**src/rtl/mwd_pkg.sv**
```systemverilog
// Shared types for the module window decoder.
// Assumes a four-slot carrier with 16-bit host data.
package mwd_pkg;

    typedef enum logic [1:0] {
        WIN_CFG     = 2'd0,
        WIN_IOIDINT = 2'd1,
        WIN_MEM16   = 2'd2,
        WIN_MEM8    = 2'd3
    } win_t;

    typedef enum logic [2:0] {
        SP_IO    = 3'd0,
        SP_ID    = 3'd1,
        SP_INT   = 3'd2,
        SP_MEM16 = 3'd3,
        SP_MEM8  = 3'd4
    } space_t;

    typedef enum logic [1:0] {
        ST_IDLE = 2'd0,
        ST_MOD  = 2'd1,
        ST_RESP = 2'd2
    } state_t;

endpackage

```
**src/rtl/mwd_lane_swap.sv**
```systemverilog
// Byte-lane reverser for one data word.
// When swap is high the bytes come out in reverse order; otherwise pass through.
// Assumes DATA_W is a whole number of bytes.
module mwd_lane_swap #(
    parameter int DATA_W = 16
) (
    input  logic              swap,
    input  logic [DATA_W-1:0] din,
    output logic [DATA_W-1:0] dout
);
    localparam int BYTES = DATA_W / 8;

    logic [DATA_W-1:0] reversed;

    // Build the byte-reversed word lane by lane.
    for (genvar b = 0; b < BYTES; b++) begin : g_lane
        assign reversed[b*8 +: 8] = din[(BYTES-1-b)*8 +: 8];
    end

    // Select reversed or straight data.
    always_comb dout = swap ? reversed : din;
endmodule

```
**src/rtl/mwd_addr_decode.sv**
```systemverilog
// Splits an (already endian-adjusted) window address into slot, space and offset.
// Also flags interrupt-space offsets 0 and 2, which act as acknowledges.
// Assumes the window layout fixed by the carrier: slot field at bits 9:8 of
// the I/O-ID-INT window and at the top of each memory window.
module mwd_addr_decode
    import mwd_pkg::*;
#(
    parameter int ADDR_W = 25,
    parameter int SLOT_W = 2,
    localparam int OFF_W = ADDR_W - SLOT_W
) (
    input  win_t              win,
    input  logic [ADDR_W-1:0] addr,
    output logic [SLOT_W-1:0] slot,
    output space_t            space,
    output logic [OFF_W-1:0]  offset,
    output logic              ack_hit,
    output logic              ack_line
);
    localparam int IO_SPC_LSB  = 6;
    localparam int IO_SLOT_LSB = 8;
    localparam int IO_OFF_W    = 7;
    localparam int IDI_OFF_W   = 6;
    localparam int M16_OFF_W   = ADDR_W - SLOT_W;
    localparam int M8_OFF_W    = ADDR_W - 1 - SLOT_W;

    // Field extraction per window.
    always_comb begin
        slot   = '0;
        space  = SP_IO;
        offset = '0;
        case (win)
            WIN_IOIDINT: begin
                slot = addr[IO_SLOT_LSB +: SLOT_W];
                case (addr[IO_SPC_LSB +: 2])
                    2'd2: begin
                        space  = SP_ID;
                        offset = OFF_W'(addr[IDI_OFF_W-1:0]);
                    end
                    2'd3: begin
                        space  = SP_INT;
                        offset = OFF_W'(addr[IDI_OFF_W-1:0]);
                    end
                    default: begin
                        space  = SP_IO;
                        offset = OFF_W'(addr[IO_OFF_W-1:0]);
                    end
                endcase
            end
            WIN_MEM16: begin
                slot   = addr[M16_OFF_W +: SLOT_W];
                space  = SP_MEM16;
                offset = addr[M16_OFF_W-1:0];
            end
            WIN_MEM8: begin
                slot   = addr[M8_OFF_W +: SLOT_W];
                space  = SP_MEM8;
                offset = OFF_W'(addr[M8_OFF_W-1:0]);
            end
            default: ;
        endcase
    end

    // Acknowledge offsets: 0 selects line 0, 2 selects line 1.
    always_comb begin
        ack_hit  = (win == WIN_IOIDINT) && (space == SP_INT) &&
                   (offset[IDI_OFF_W-1:2] == '0) && !offset[0];
        ack_line = offset[1];
    end
endmodule

```
**src/rtl/mwd_cfg_flags.sv**
```systemverilog
// Configuration bytes that carry the big-endian flags, one byte per window.
// Flag i lives in bit 0 of byte BASE + i*STRIDE; reads return PRESETS | flag.
// All other configuration bytes read as zero here.
module mwd_cfg_flags #(
    parameter int              N_FLAGS = 3,
    parameter int              CFG_AW  = 8,
    parameter int              BASE    = 'h2B,
    parameter int              STRIDE  = 4,
    parameter logic [8*N_FLAGS-1:0] PRESETS = {8'h14, 8'h14, 8'hD4}
) (
    input  logic               clk,
    input  logic               rst_n,
    input  logic               wr_en,
    input  logic [CFG_AW-1:0]  addr,
    input  logic [7:0]         wbyte,
    output logic [N_FLAGS-1:0] flags,
    output logic [7:0]         rbyte
);
    logic [N_FLAGS-1:0] hit;

    for (genvar i = 0; i < N_FLAGS; i++) begin : g_flag
        // Address match for this flag byte.
        assign hit[i] = (addr == CFG_AW'(BASE + i*STRIDE));

        // Flag register: cleared by reset, loaded from bit 0 on a matching write.
        always_ff @(posedge clk) begin
            if (!rst_n)                flags[i] <= 1'b0;
            else if (wr_en && hit[i])  flags[i] <= wbyte[0];
        end
    end

    // Read mux: preset byte with the flag ORed into bit 0.
    always_comb begin
        rbyte = 8'h00;
        for (int i = 0; i < N_FLAGS; i++) begin
            if (hit[i]) rbyte = PRESETS[8*i +: 8] | {7'b0, flags[i]};
        end
    end
endmodule

```
**src/rtl/modwin_decoder.sv**
```systemverilog
// Top of the module window decoder. Accepts one host access at a time,
// applies the window's endian mode, decodes slot/space/offset, runs one
// module cycle (or none for config and empty slots) and returns a response
// the cycle after completion. Assumes the module side holds mod_rdata valid
// in the mod_ack cycle and that req_* is stable while req_valid is high.
module modwin_decoder
    import mwd_pkg::*;
#(
    parameter int ADDR_W = 25,
    parameter int SLOT_W = 2,
    parameter int DATA_W = 16,
    localparam int NUM_SLOTS = 1 << SLOT_W,
    localparam int IRQ_W     = 2 * NUM_SLOTS,
    localparam int OFF_W     = ADDR_W - SLOT_W
) (
    input  logic              clk,
    input  logic              rst_n,
    input  logic              req_valid,
    output logic              req_ready,
    input  logic              req_write,
    input  logic              req_size16,
    input  logic [1:0]        req_win,
    input  logic [ADDR_W-1:0] req_addr,
    input  logic [DATA_W-1:0] req_wdata,
    output logic              rsp_valid,
    output logic [DATA_W-1:0] rsp_rdata,
    input  logic [NUM_SLOTS-1:0] slot_present,
    output logic              mod_valid,
    output logic              mod_write,
    output logic              mod_size16,
    output logic [SLOT_W-1:0] mod_slot,
    output logic [2:0]        mod_space,
    output logic [OFF_W-1:0]  mod_offset,
    output logic [DATA_W-1:0] mod_wdata,
    input  logic              mod_ack,
    input  logic [DATA_W-1:0] mod_rdata,
    input  logic [IRQ_W-1:0]  irq_status,
    input  logic [IRQ_W-1:0]  irq_edge,
    output logic [IRQ_W-1:0]  irq_ack,
    output logic              be_regwin
);
    localparam int N_FLAGS = 3;

    state_t            state_q;
    win_t              win;
    logic [N_FLAGS-1:0] be_flags;
    logic              be_sel;
    logic              accept;
    logic [ADDR_W-1:0] adj_addr;
    logic [DATA_W-1:0] wdata_sw;
    logic [DATA_W-1:0] rdata_sw;
    logic [7:0]        cfg_rbyte;
    logic [SLOT_W-1:0] dec_slot;
    space_t            dec_space;
    logic [OFF_W-1:0]  dec_off;
    logic              dec_ack_hit;
    logic              dec_ack_line;
    logic              rd_swap_q;
    logic [DATA_W-1:0] rsp_data_q;
    logic [SLOT_W:0]   ack_idx;

    // Request qualification and window type.
    always_comb begin
        win    = win_t'(req_win);
        accept = req_valid && (state_q == ST_IDLE);
    end

    // Endian mode of the addressed window; memory-8 and config are never adjusted.
    always_comb begin
        case (win)
            WIN_IOIDINT: be_sel = be_flags[1];
            WIN_MEM16:   be_sel = be_flags[2];
            default:     be_sel = 1'b0;
        endcase
    end

    // Byte accesses in big-endian mode flip address bit 0.
    always_comb adj_addr = req_addr ^ ADDR_W'(be_sel && !req_size16);

    always_comb ack_idx = {dec_slot, dec_ack_line};

    mwd_cfg_flags #(
        .N_FLAGS (N_FLAGS),
        .CFG_AW  (8)
    ) u_cfg (
        .clk   (clk),
        .rst_n (rst_n),
        .wr_en (accept && req_write && (win == WIN_CFG)),
        .addr  (req_addr[7:0]),
        .wbyte (req_wdata[7:0]),
        .flags (be_flags),
        .rbyte (cfg_rbyte)
    );

    mwd_addr_decode #(
        .ADDR_W (ADDR_W),
        .SLOT_W (SLOT_W)
    ) u_dec (
        .win      (win),
        .addr     (adj_addr),
        .slot     (dec_slot),
        .space    (dec_space),
        .offset   (dec_off),
        .ack_hit  (dec_ack_hit),
        .ack_line (dec_ack_line)
    );

    mwd_lane_swap #(.DATA_W(DATA_W)) u_wswap (
        .swap (be_sel && req_size16),
        .din  (req_wdata),
        .dout (wdata_sw)
    );

    mwd_lane_swap #(.DATA_W(DATA_W)) u_rswap (
        .swap (rd_swap_q),
        .din  (mod_rdata),
        .dout (rdata_sw)
    );

    // Access sequencer: idle -> module cycle or direct response -> idle.
    always_ff @(posedge clk) begin
        if (!rst_n) begin
            state_q    <= ST_IDLE;
            mod_write  <= 1'b0;
            mod_size16 <= 1'b0;
            mod_slot   <= '0;
            mod_space  <= SP_IO;
            mod_offset <= '0;
            mod_wdata  <= '0;
            rd_swap_q  <= 1'b0;
            rsp_data_q <= '0;
            irq_ack    <= '0;
        end else begin
            irq_ack <= '0;
            case (state_q)
                ST_IDLE: if (accept) begin
                    if (win == WIN_CFG) begin
                        rsp_data_q <= req_write ? '0 : DATA_W'(cfg_rbyte);
                        state_q    <= ST_RESP;
                    end else if (!slot_present[dec_slot]) begin
                        rsp_data_q <= '0;
                        state_q    <= ST_RESP;
                    end else begin
                        mod_write  <= req_write;
                        mod_size16 <= req_size16;
                        mod_slot   <= dec_slot;
                        mod_space  <= dec_space;
                        mod_offset <= dec_off;
                        mod_wdata  <= wdata_sw;
                        rd_swap_q  <= be_sel && req_size16;
                        if (!req_write && dec_ack_hit &&
                            irq_status[ack_idx] && !irq_edge[ack_idx])
                            irq_ack[ack_idx] <= 1'b1;
                        state_q    <= ST_MOD;
                    end
                end
                ST_MOD: if (mod_ack) begin
                    if (mod_write)       rsp_data_q <= '0;
                    else if (mod_size16) rsp_data_q <= rdata_sw;
                    else                 rsp_data_q <= DATA_W'(mod_rdata[7:0]);
                    state_q <= ST_RESP;
                end
                default: state_q <= ST_IDLE;
            endcase
        end
    end

    // Port views of the sequencer state.
    always_comb begin
        req_ready = (state_q == ST_IDLE);
        mod_valid = (state_q == ST_MOD);
        rsp_valid = (state_q == ST_RESP);
        rsp_rdata = rsp_data_q;
        be_regwin = be_flags[0];
    end
endmodule

```
**config.mk**
```make
export PLATFORM = sky130hd
export DESIGN_NAME = modwin_decoder
export DESIGN_NICKNAME = d
export VERILOG_FILES = /design/src/rtl/mwd_pkg.sv /design/src/rtl/mwd_lane_swap.sv /design/src/rtl/mwd_addr_decode.sv /design/src/rtl/mwd_cfg_flags.sv /design/src/rtl/modwin_decoder.sv
export SDC_FILE = /design/constraint.sdc
export NUM_CORES = 1
export LEC_CHECK = 0
export ABC_CLOCK_PERIOD_IN_PS = 7880
export CORE_MARGIN = 3
export CORE_UTILIZATION = 32
export CTS_CLUSTER_DIAMETER = 60
export DETAILED_ROUTE_END_ITERATION = 10
export GPL_TIMING_DRIVEN = 0
export PLACE_DENSITY = 0.66
export SYNTH_ARGS = -nofsm -noshare
export SYNTH_HDL_FRONTEND = slang
export SYNTH_SLANG_ARGS = --single-unit
```
**constraint.sdc**
```tcl
create_clock -name clk -period 7.88 [get_ports clk]
set_clock_uncertainty 0.05 [all_clocks]
set_input_delay 1.576 -clock clk [delete_from_list [all_inputs] [get_ports clk]]
set_output_delay 1.576 -clock clk [all_outputs]
set_load 0.02 [all_outputs]
```
==> After elaboration in Yosys (flattened, before gate mapping) <==
Index checks and enable logic that the tools add are counted.
{ "word_totals": {"ff_bits": 76, "word_cells": 97, "in_bits": 85} }
{ "op_classes": {"eq_ne": 14, "mux": 32, "n_bitwise": 7, "order_cmp": 3, "n_reduce_logical": 28} }
{ "ops": {"columns": ["op", "count"], "rows": [
  ["$mux W16", 8],
  ["$pmux W23 S3", 1],
  ["$mux W8", 4],
  ["$pmux W16 S2", 1],
  ["$xor A25 B1 Y25", 1],
  ["$eq A8 B6 Y1 const B", 3],
  ["$logic_and A1 B1 Y1", 15],
  ["$eq A2 B2 Y1 const B", 5],
  ["$pmux W3 S3", 1],
  ["$mux W2", 4],
  ["$pmux W2 S2", 2],
  ["$reduce_and A4 Y1", 2],
  ["$mux W7", 1],
  ["$bmux W1 S3", 2],
  ["$not A1 Y1", 6],
  ["$pmux W2 S3", 1],
  ["$reduce_or A6 Y1", 1],
  ["$eq A2 B1 Y1 const B", 2],
  ["$logic_not A1 Y1", 4],
  ["$logic_not A2 Y1", 2],
  ["$logic_not A4 Y1", 1],
  ["$lt A3 B4 Y1 const B", 1],
  ["$mux W1", 4],
  ["$ne A2 B1 Y1 const B", 2],
  ["other kinds (10)", 10]
]} }

==> Depth between registers and ports, before layout <==
Gate-level depths: netlist of the first run.
{ "depth": {"word_depth": 16, "mapped_depth": 11, "mapped_depth_nobuf": 7} }

==> Cells and area by module <==
A second synthesis of the first run with hierarchy kept.
{ "hier_totals": {"hier_cells": 481, "area_unflattened_um2": 4401.7} }
{ "by_module_without_submodules": {"columns": ["mod", "cells_per_inst", "area_each_um2", "instances"], "rows": [
  ["modwin_decoder", 369, 3339.5, 1],
  ["mwd_lane_swap", 18, 249.0, 2],
  ["mwd_addr_decode", 44, 286.5, 1],
  ["mwd_cfg_flags", 32, 277.8, 1]
]} }

==> Worst setup path before layout of the first run <==
No wires, ideal clock.
{ "synth_path": {"kind": "input-to-reg", "from": "input port req_win[0]", "to": "register rsp_data_q[14] (netlist: rsp_rdata[14])", "stages": 11, "setup_slack_ns": 4.057, "arrival_ns": 3.701, "path_cell_list": "inv_1 -> ha_1 -> a222oi_1 -> buf_2 -> mux2i_1 -> o22a_1 -> buf_2 -> and2_1 -> buf_2 -> buf_2 -> mux2i_1"} }
{ "synth_between": {"elab_chain_cells": 6, "elab_cells_between_ends": 12, "cone_classes": "4 x eq/ne; 6 x mux; 2 x reduce/logical"} }
{ "synth_lines": {"columns": ["item", "line", "source"], "rows": [
  ["start, declared", "modwin_decoder.sv:22", "input logic [1:0] req_win,"],
  ["$eq A2 B2 Y1 or $eq A2 B1 Y1 (tied branches)", "mwd_addr_decode.sv:32", "case (win)"],
  ["$pmux W2 S3", "mwd_addr_decode.sv:32", null],
  ["$bmux W1 S2", "modwin_decoder.sv:140", "end else if (!slot_present[dec_slot]) begin"],
  ["$mux W1 (not written as such)", "modwin_decoder.sv:140", null],
  ["$ne A3 B3 Y1 (no line)", null, null],
  ["$reduce_and A4 Y1 (no line)", null, null],
  ["end signal, assigned", "modwin_decoder.sv:138", "rsp_data_q <= req_write ? '0 : DATA_W'(cfg_rbyte);"],
  ["end signal, assigned", "modwin_decoder.sv:159", "else if (mod_size16) rsp_data_q <= rdata_sw;"],
  ["end signal, assigned", "modwin_decoder.sv:160", "else rsp_data_q <= DATA_W'(mod_rdata[7:0]);"],
  ["end, declared", "modwin_decoder.sv:59", "logic [DATA_W-1:0] rsp_data_q;"]
]} }
Several ways; a longest one is shown, not always the timed one. The select of a mux whose other input is x is not followed.
A chain may end at the register's enable or synchronous reset.

==> Final worst setup path of the first run <==
Ends and elaborated chain as after synthesis.

==> flow_metrics.py, run 1 <==
metrics = {
    "place": {
        "hpwl_microns": 9810,
        "dpl-instance-area_sq_mm": 0.00550,
        "portBuffers": 157,
        "gp_congestion": 0.865,
    },
    "worst_setup_path": {
        "r2r_start": "state_q[0]$_SDFFE_PN0P_",
        "path_class": "in2reg",
        "crit_arrival_ns": 4.90,
        "cp-start-kind": "input port",
        "cpMostUsedCell": "buf_2",
        "critical_path_required_ns": 8.10,
        "path_max_fanout": 10,
        "max_stage_delay_ns": 0.61,
        "cp-end-kind": "flip-flop",
        "path_cells": "clkdlybuf4s50_1 -> inv_1 -> ha_1 -> a222oi_1 -> buf_2 -> mux2i_1 -> o22a_1 -> buf_2 -> and2_1 -> buf_2 -> buf_2 -> mux2i_1",
        "path_delay_family": "buffers and inverters",
        "crit_buf_inv": 6,
        "r2r_slack_ns": 5.35,
        "cpMaxStageDelayCell": "clkdlybuf4s50_1",
        "worstRegToRegCells": 6,
        "reg2reg_to": "mod_space[0]$_SDFFE_PN0P_",
    },
    "grt": {
        "overflow": 0,
        "grt_use_total": 0.195,
        "grt_first_pass_wirelength_microns": 19900,
        "grt_pass1_vias": 3842,
        "grt_antenna_before_repair": 0,
        "grt_max_degree": 14,
    },
    "sta": {
        "hold_viol_final": 0,
        "fmax_mhz": 214,
        "setup_viol": 0,
        "grt_setup_unrepaired": "false",
        "final_max_slew_viol_count": 0,
        "fin_crit_sh": 0.594,
        "tightest_slew_ns": 0.928,
        "finalSetupTns_ns": 0,
        "maxSlewHeadroom": 0.379,
        "min_period_ns": 4.68,
    },
    "power": {
        "seqPwrFrac": 0.386,
        "p_leak_nw": 2.32,
        "p_per_area_mw_per_mm2": 182,
        "combPwrFrac": 0.197,
        "p_switching_mw": 0.280,
        "swShare": 0.264,
        "ir_worst_vdd_v": 0.000103,
        "power.share.clock": 0.417,
        "p_int_mw": 0.780,
    },
    "cts": {
        "cts-resized-gates": 0,
        "clock_path_buffers": 2,
        "cts_setup_buffers": 0,
        "clk_pin_slew_worst_paths_ns": 0.06,
        "clk-insertion-delay-late_ns": 0.33,
        "cts_buffers": 9,
        "ctsHoldBuffers": 0,
        "cts.sinks": 76,
        "htreeDepth": 3,
        "cts_tree": "built",
        "cts-root-buf": "clkbuf_16",
    },
    "logic_synthesis": {
        "synth_area_leader_cell": "dfxtp_1",
        "yosysTopAreaCellShare": 0.405,
        "synth_cell_types": 47,
        "synth_commonest_cells": "nand2_1 (87), dfxtp_1 (76), nand3_1 (40)",
        "syn_avg_cell_area_sq_um": 8.63,
        "ys_ff_latch": 76,
        "synthCells": 435,
        "yosysSeqAreaShare": 0.405,
        "synth_flop_cell": "dfxtp_1",
        "synthTopCellsByArea": "dfxtp_1 (41%), mux2i_1 (9.1%), nand2_1 (8.7%)",
        "yosysWarnings": 0,
        "yosysMostFrequentCell": "nand2_1",
        "synthArstFlopShare": 0,
        "synth_nets": 525,
        "synth_edf_count": 0,
        "synth_area_sq_mm": 0.00375,
    },
    "finish": {
        "final_nets": 693,
        "stdcell_area_sq_mm": 0.00582,
        "drive_gt1_frac": 0.0691,
        "fillCellCount": 1094,
        "diodes": 0,
        "final_util": 0.523,
        "syn2layout_area_growth_pct": 55.0,
    },
    "die": {
        "ios": 159,
        "row_count": 38,
        "die_h_microns": 114,
        "die_area_sq_mm": 0.0131,
        "core_area_sq_mm": 0.0111,
        "fp.dieW_microns": 114,
        "start_util": 0.337,
    },
    "routing": {
        "vias_per_cell": 5.09,
        "drc": 0,
        "wl_per_cell_microns": 16.9,
        "drt_iter0_drc": 208,
        "dr_total_vias": 3805,
        "firstDrtPassIters": 4,
        "routed_wirelength_microns": 12700,
        "ant_nets": 0,
    },
    "hold_path": {
        "worstHoldStart": "mod_offset[17]$_SDFFE_PN0P_",
        "hold_end": "mod_offset[17]$_SDFFE_PN0P_",
        "hold_depth": 2,
        "hold_path_class": "reg2reg",
    },
    "run_status": {
        "status": "finished clean",
    },
    "flow_run": {
        "drv_cap": 0,
    },
}
## registers in the layout, summed over array words and instances (netlist names)
signal	cells
rd_swap_q	1
u_cfg.flags	3
rsp_rdata	16
state_q	2
mod_slot	2
irq_ack	8
mod_wdata	16
mod_size16	1
mod_offset	23
mod_space	3
mod_write	1
## tightest hold or removal path: stages (launching register included)
cell and delay (ns):
dfxtp_1 0.31, nand3_1 0.06, nand2_1 0.04
## placed cells by master (no fill, tap or decap), types with 3 or more instances in the layout
| cell type | instances |
|---|---|
| clkdlybuf4s50_1 | 157 |
| nand2_1 | 87 |
| dfxtp_1 | 76 |
| nand3_1 | 40 |
| mux2i_1 | 34 |
| o211a_1 | 19 |
| a21boi_0 | 17 |
| clkbuf_1 | 15 |
| o21ai_0 | 13 |
| mux2_2 | 12 |
| buf_2 | 11 |
| nor3_1 | 11 |
| inv_1 | 9 |
| nor2_1 | 9 |
| clkbuf_16 | 9 |
| nor2b_1 | 8 |
| nand4_1 | 7 |
| nand2b_1 | 5 |
| o22ai_1 | 5 |
| ha_1 | 5 |
| a21oi_1 | 4 |
| nand3b_1 | 4 |
| nor3b_1 | 4 |
| and3_1 | 3 |
| buf_1 | 3 |
## per-stage QoR
stage	cells	power, mW	hold slack, ns	worst slack (ns)
after floorplan	435	0.519	0.407	4.06
after global placement	732	0.624	0.388	2.92
after detailed placement	732	0.627	0.394	2.89
after CTS	748	1.07	0.401	3.21
after global routing	748	1.11	0.417	2.94
final	748	1.06	0.401	3.20
## power by group through the flow
stage,clock [mW],combinational [mW],sequential (mW)
after floorplan,0,0.0835,0.435
after global placement,0,0.206,0.418
after detailed placement,0,0.209,0.418
after CTS,0.452,0.210,0.410
after global routing,0.469,0.226,0.412
final,0.442,0.209,0.410
## worst max path at each step
stage                    start                          to  slack (ns)  cells after the start
floorplan           req_win[0]  rsp_rdata[14]$_SDFFE_PN0P_        4.06                     11
global placement    req_win[1]  rsp_rdata[14]$_SDFFE_PN0P_        2.92                     12
detailed placement  req_win[0]  rsp_rdata[14]$_SDFFE_PN0P_        2.89                     12
CTS                 req_win[0]  rsp_rdata[14]$_SDFFE_PN0P_        3.21                     12
global route        req_win[1]  rsp_rdata[14]$_SDFFE_PN0P_        2.94                     12
finish              req_win[0]  rsp_rdata[14]$_SDFFE_PN0P_        3.20                     12
## cells by family (layout without fill, tap and decap cells)
logic type | Yosys count | after routing | synth area share
AOI/OAI and AO/OA | 76 | 76 | 0.157
and+or+nand+nor | 194 | 194 | 0.252
muxes | 46 | 46 | 0.127
buffers and inverters | 38 | 211 | 0.0427
DFF | 76 | 76 | 0.405
adders and majority gates | 5 | 5 | 0.0167
## layer usage
metal / vias up / wire length [microns] / global-route usage / share of wire
li1: 1887 / - / - / -
met2: 137 / 5890 / 0.319 / 0.47
met4: 0 / 177 / 0.0507 / 0.014
met3: 15 / 1020 / 0.0597 / 0.080
met5: - / 0 / 0 / 0
met1: 1766 / 5570 / 0.249 / 0.44
## area by class of cell
class | count | area, sq um | share of cell area
clock inverter | 6 | 88.8 | 0.0153
inverter | 9 | 33.8 | 0.00581
multi-input combinational | 321 | 2070 | 0.356
clock buffer | 10 | 229 | 0.0394
tap | 140 | 175 | 0.0301
buffer | 29 | 126 | 0.0217
sequential | 76 | 1520 | 0.262
timing repair buffer | 157 | 1570 | 0.270
Power figures use the tool's default switching activity.
==> run 2, diff against run 1 <==
--- a/config.mk
+++ b/config.mk
@@ -5,13 +5,13 @@
 export SDC_FILE = /design/constraint.sdc
 export NUM_CORES = 1
 export LEC_CHECK = 0
-export ABC_CLOCK_PERIOD_IN_PS = 7880
+export ABC_CLOCK_PERIOD_IN_PS = 4250
 export CORE_MARGIN = 3
 export CORE_UTILIZATION = 32
 export CTS_CLUSTER_DIAMETER = 60
 export DETAILED_ROUTE_END_ITERATION = 10
 export GPL_TIMING_DRIVEN = 0
-export PLACE_DENSITY = 0.66
+export PLACE_DENSITY = 0.69
 export SYNTH_ARGS = -nofsm -noshare
 export SYNTH_HDL_FRONTEND = slang
 export SYNTH_SLANG_ARGS = --single-unit
==> constraint.sdc (replaced) <==
create_clock -name clk -period 4.25 [get_ports clk]
set_clock_uncertainty 0.05 [all_clocks]
set_input_delay 0.85 -clock clk [delete_from_list [all_inputs] [get_ports clk]]
set_output_delay 0.85 -clock clk [all_outputs]
set_load 0.02 [all_outputs]
==> run 2 against run 1 <==
Sequential cell count stayed put. Routed wire length is 0.70% lower. Final cell count stayed put. Setup slack worse by 2.9 ns.
==> flow_metrics.py, run 2 (same netlist as run 1, synthesis figures left out) <==
metrics = {
    "run_status": {
        "status": "finished clean",
    },
    "routing": {
        "drc": 0,
        "firstDrtPassIters": 5,
        "ant_nets": 0,
        "vias_per_cell": 5.23,
        "dr_total_vias": 3912,
        "routed_wirelength_microns": 12600,
        "drt_iter0_drc": 275,
        "wl_per_cell_microns": 16.8,
    },
    "finish": {
        "stdcell_area_sq_mm": 0.00579,
        "final_util": 0.520,
        "instances_no_fill": 748,
        "diodes": 0,
        "fillCellCount": 1073,
        "syn2layout_area_growth_pct": 54.2,
        "regMostFlops": "mod_offset",
        "final_nets": 693,
        "final_common_cell": "clkdlybuf4s50_1",
        "most-common-layout-cells": "clkdlybuf4s50_1 (157), nand2_1 (87), dfxtp_1 (76)",
        "largest_register_ff_count": 23,
        "drive_gt1_frac": 0.0707,
    },
    "grt": {
        "grt_antenna_before_repair": 0,
        "grt_max_degree": 15,
        "grt_use_total": 0.193,
        "grt_first_pass_wirelength_microns": 20000,
        "grt_pass1_vias": 3921,
        "overflow": 0,
    },
    "die": {
        "core_area_sq_mm": 0.0111,
        "die_h_microns": 114,
        "fp.dieW_microns": 114,
        "die_area_sq_mm": 0.0131,
        "ios": 159,
        "row_count": 38,
        "start_util": 0.337,
    },
    "place": {
        "gp_congestion": 0.865,
        "hpwl_microns": 9690,
        "place_ws_ns": -0.0227,
        "portBuffers": 157,
        "dpl-instance-area_sq_mm": 0.00550,
        "place_inst": 732,
    },
    "sta": {
        "fin_crit_sh": 0.934,
        "final_max_slew_viol_count": 0,
        "min_period_ns": 3.97,
        "finalSetupTns_ns": 0,
        "fmax_mhz": 252,
        "tightest_slew_ns": 0.946,
        "hold_viol_final": 0,
        "postLayoutSetupSlackWorst_ns": 0.281,
        "maxSlewHeadroom": 0.367,
        "whs_ns": 0.404,
        "grt_setup_unrepaired": "false",
        "setup_viol": 0,
    },
    "worst_setup_path": {
        "worstRegToRegCells": 6,
        "r2r_start": "state_q[0]$_SDFFE_PN0P_",
        "r2r_slack_ns": 1.74,
        "cp-end-kind": "flip-flop",
        "path_max_fanout": 10,
        "path_class": "in2reg",
        "crit_path_start": "req_win[1]",
        "crit_arrival_ns": 4.17,
        "cp-start-kind": "input port",
        "critical_path_required_ns": 4.45,
    },
    "power": {
        "p_int_mw": 1.35,
        "p_per_area_mw_per_mm2": 324,
        "p_leak_nw": 2.30,
        "swShare": 0.281,
        "p_total_mw": 1.88,
        "combPwrFrac": 0.207,
        "power.share.clock": 0.388,
        "ir_worst_vdd_v": 0.000175,
        "p_switching_mw": 0.527,
        "seqPwrFrac": 0.405,
    },
    "hold_path": {
        "hold_path_class": "reg2reg",
        "hold_depth": 2,
        "worstHoldStart": "mod_offset[21]$_SDFFE_PN0P_",
    },
    "cts": {
        "cts-root-buf": "clkbuf_16",
        "cts.sinks": 76,
        "clk_pin_slew_worst_paths_ns": 0.06,
        "cts_buffers": 9,
        "ctsHoldBuffers": 0,
        "clk-insertion-delay-late_ns": 0.33,
        "cts_setup_buffers": 0,
        "clock_path_buffers": 2,
        "cts_tree": "built",
        "htreeDepth": 3,
        "cts-resized-gates": 0,
    },
    "flow_run": {
        "drv_cap": 0,
    },
}
run 2: cell count changes in the layout (fill, tap and decap cells not counted), sizes merged:
| cell | delta |
|---|---|
| clkinv | -2 |
| bufinv | -2 |
| inv | +2 |
| clkinvlp | +2 |
run 2: worst max-delay path, stage by stage:
cell             delay (ns)
clkdlybuf4s50_1        0.64
inv_1                  0.14
ha_1                   0.31
a222oi_1               0.26
buf_2                  0.30
mux2i_1                0.38
o22a_1                 0.23
buf_2                  0.22
and2_1                 0.15
buf_2                  0.21
buf_2                  0.25
mux2i_1                0.22
run 2: power by group through the flow:
stage / combinational (mW) / clock [mW] / sequential, mW
2_1_floorplan: 0.155 / 0 / 0.807
3_3_place_gp: 0.382 / 0 / 0.774
3_5_place_dp: 0.387 / 0 / 0.775
4_1_cts: 0.389 / 0.748 / 0.760
5_1_grt: 0.418 / 0.780 / 0.763
6_report: 0.388 / 0.728 / 0.760
run 2: path summary, 6_finish.rpt:
check,end
setup reg to reg,mod_space[0]$_SDFFE_PN0P_
setup / recovery,rsp_rdata[15]$_SDFFE_PN0P_
hold reg to reg,mod_offset[21]$_SDFFE_PN0P_
hold / removal,mod_offset[21]$_SDFFE_PN0P_
run 2: layout make-up:
type,instances,area [sq um],area share
plain buffers,29,126,0.0218
clock buffers,10,239,0.0413
clock inverters,6,47.5,0.00822
inverters,9,33.8,0.00584
multi-input cells,321,2070,0.358
flip-flops and latches,76,1520,0.263
well taps,140,175,0.0303
repair buffers,157,1570,0.272
run 2: routing by layer:
layer | track usage | wire length (microns) | vias to the layer above
li1 | - | - | 1896
met1 | 0.249 | 5540 | 1846
met4 | 0.0554 | 151 | 0
met5 | 0 | 0 | -
met3 | 0.0396 | 937 | 12
met2 | 0.326 | 5940 | 158
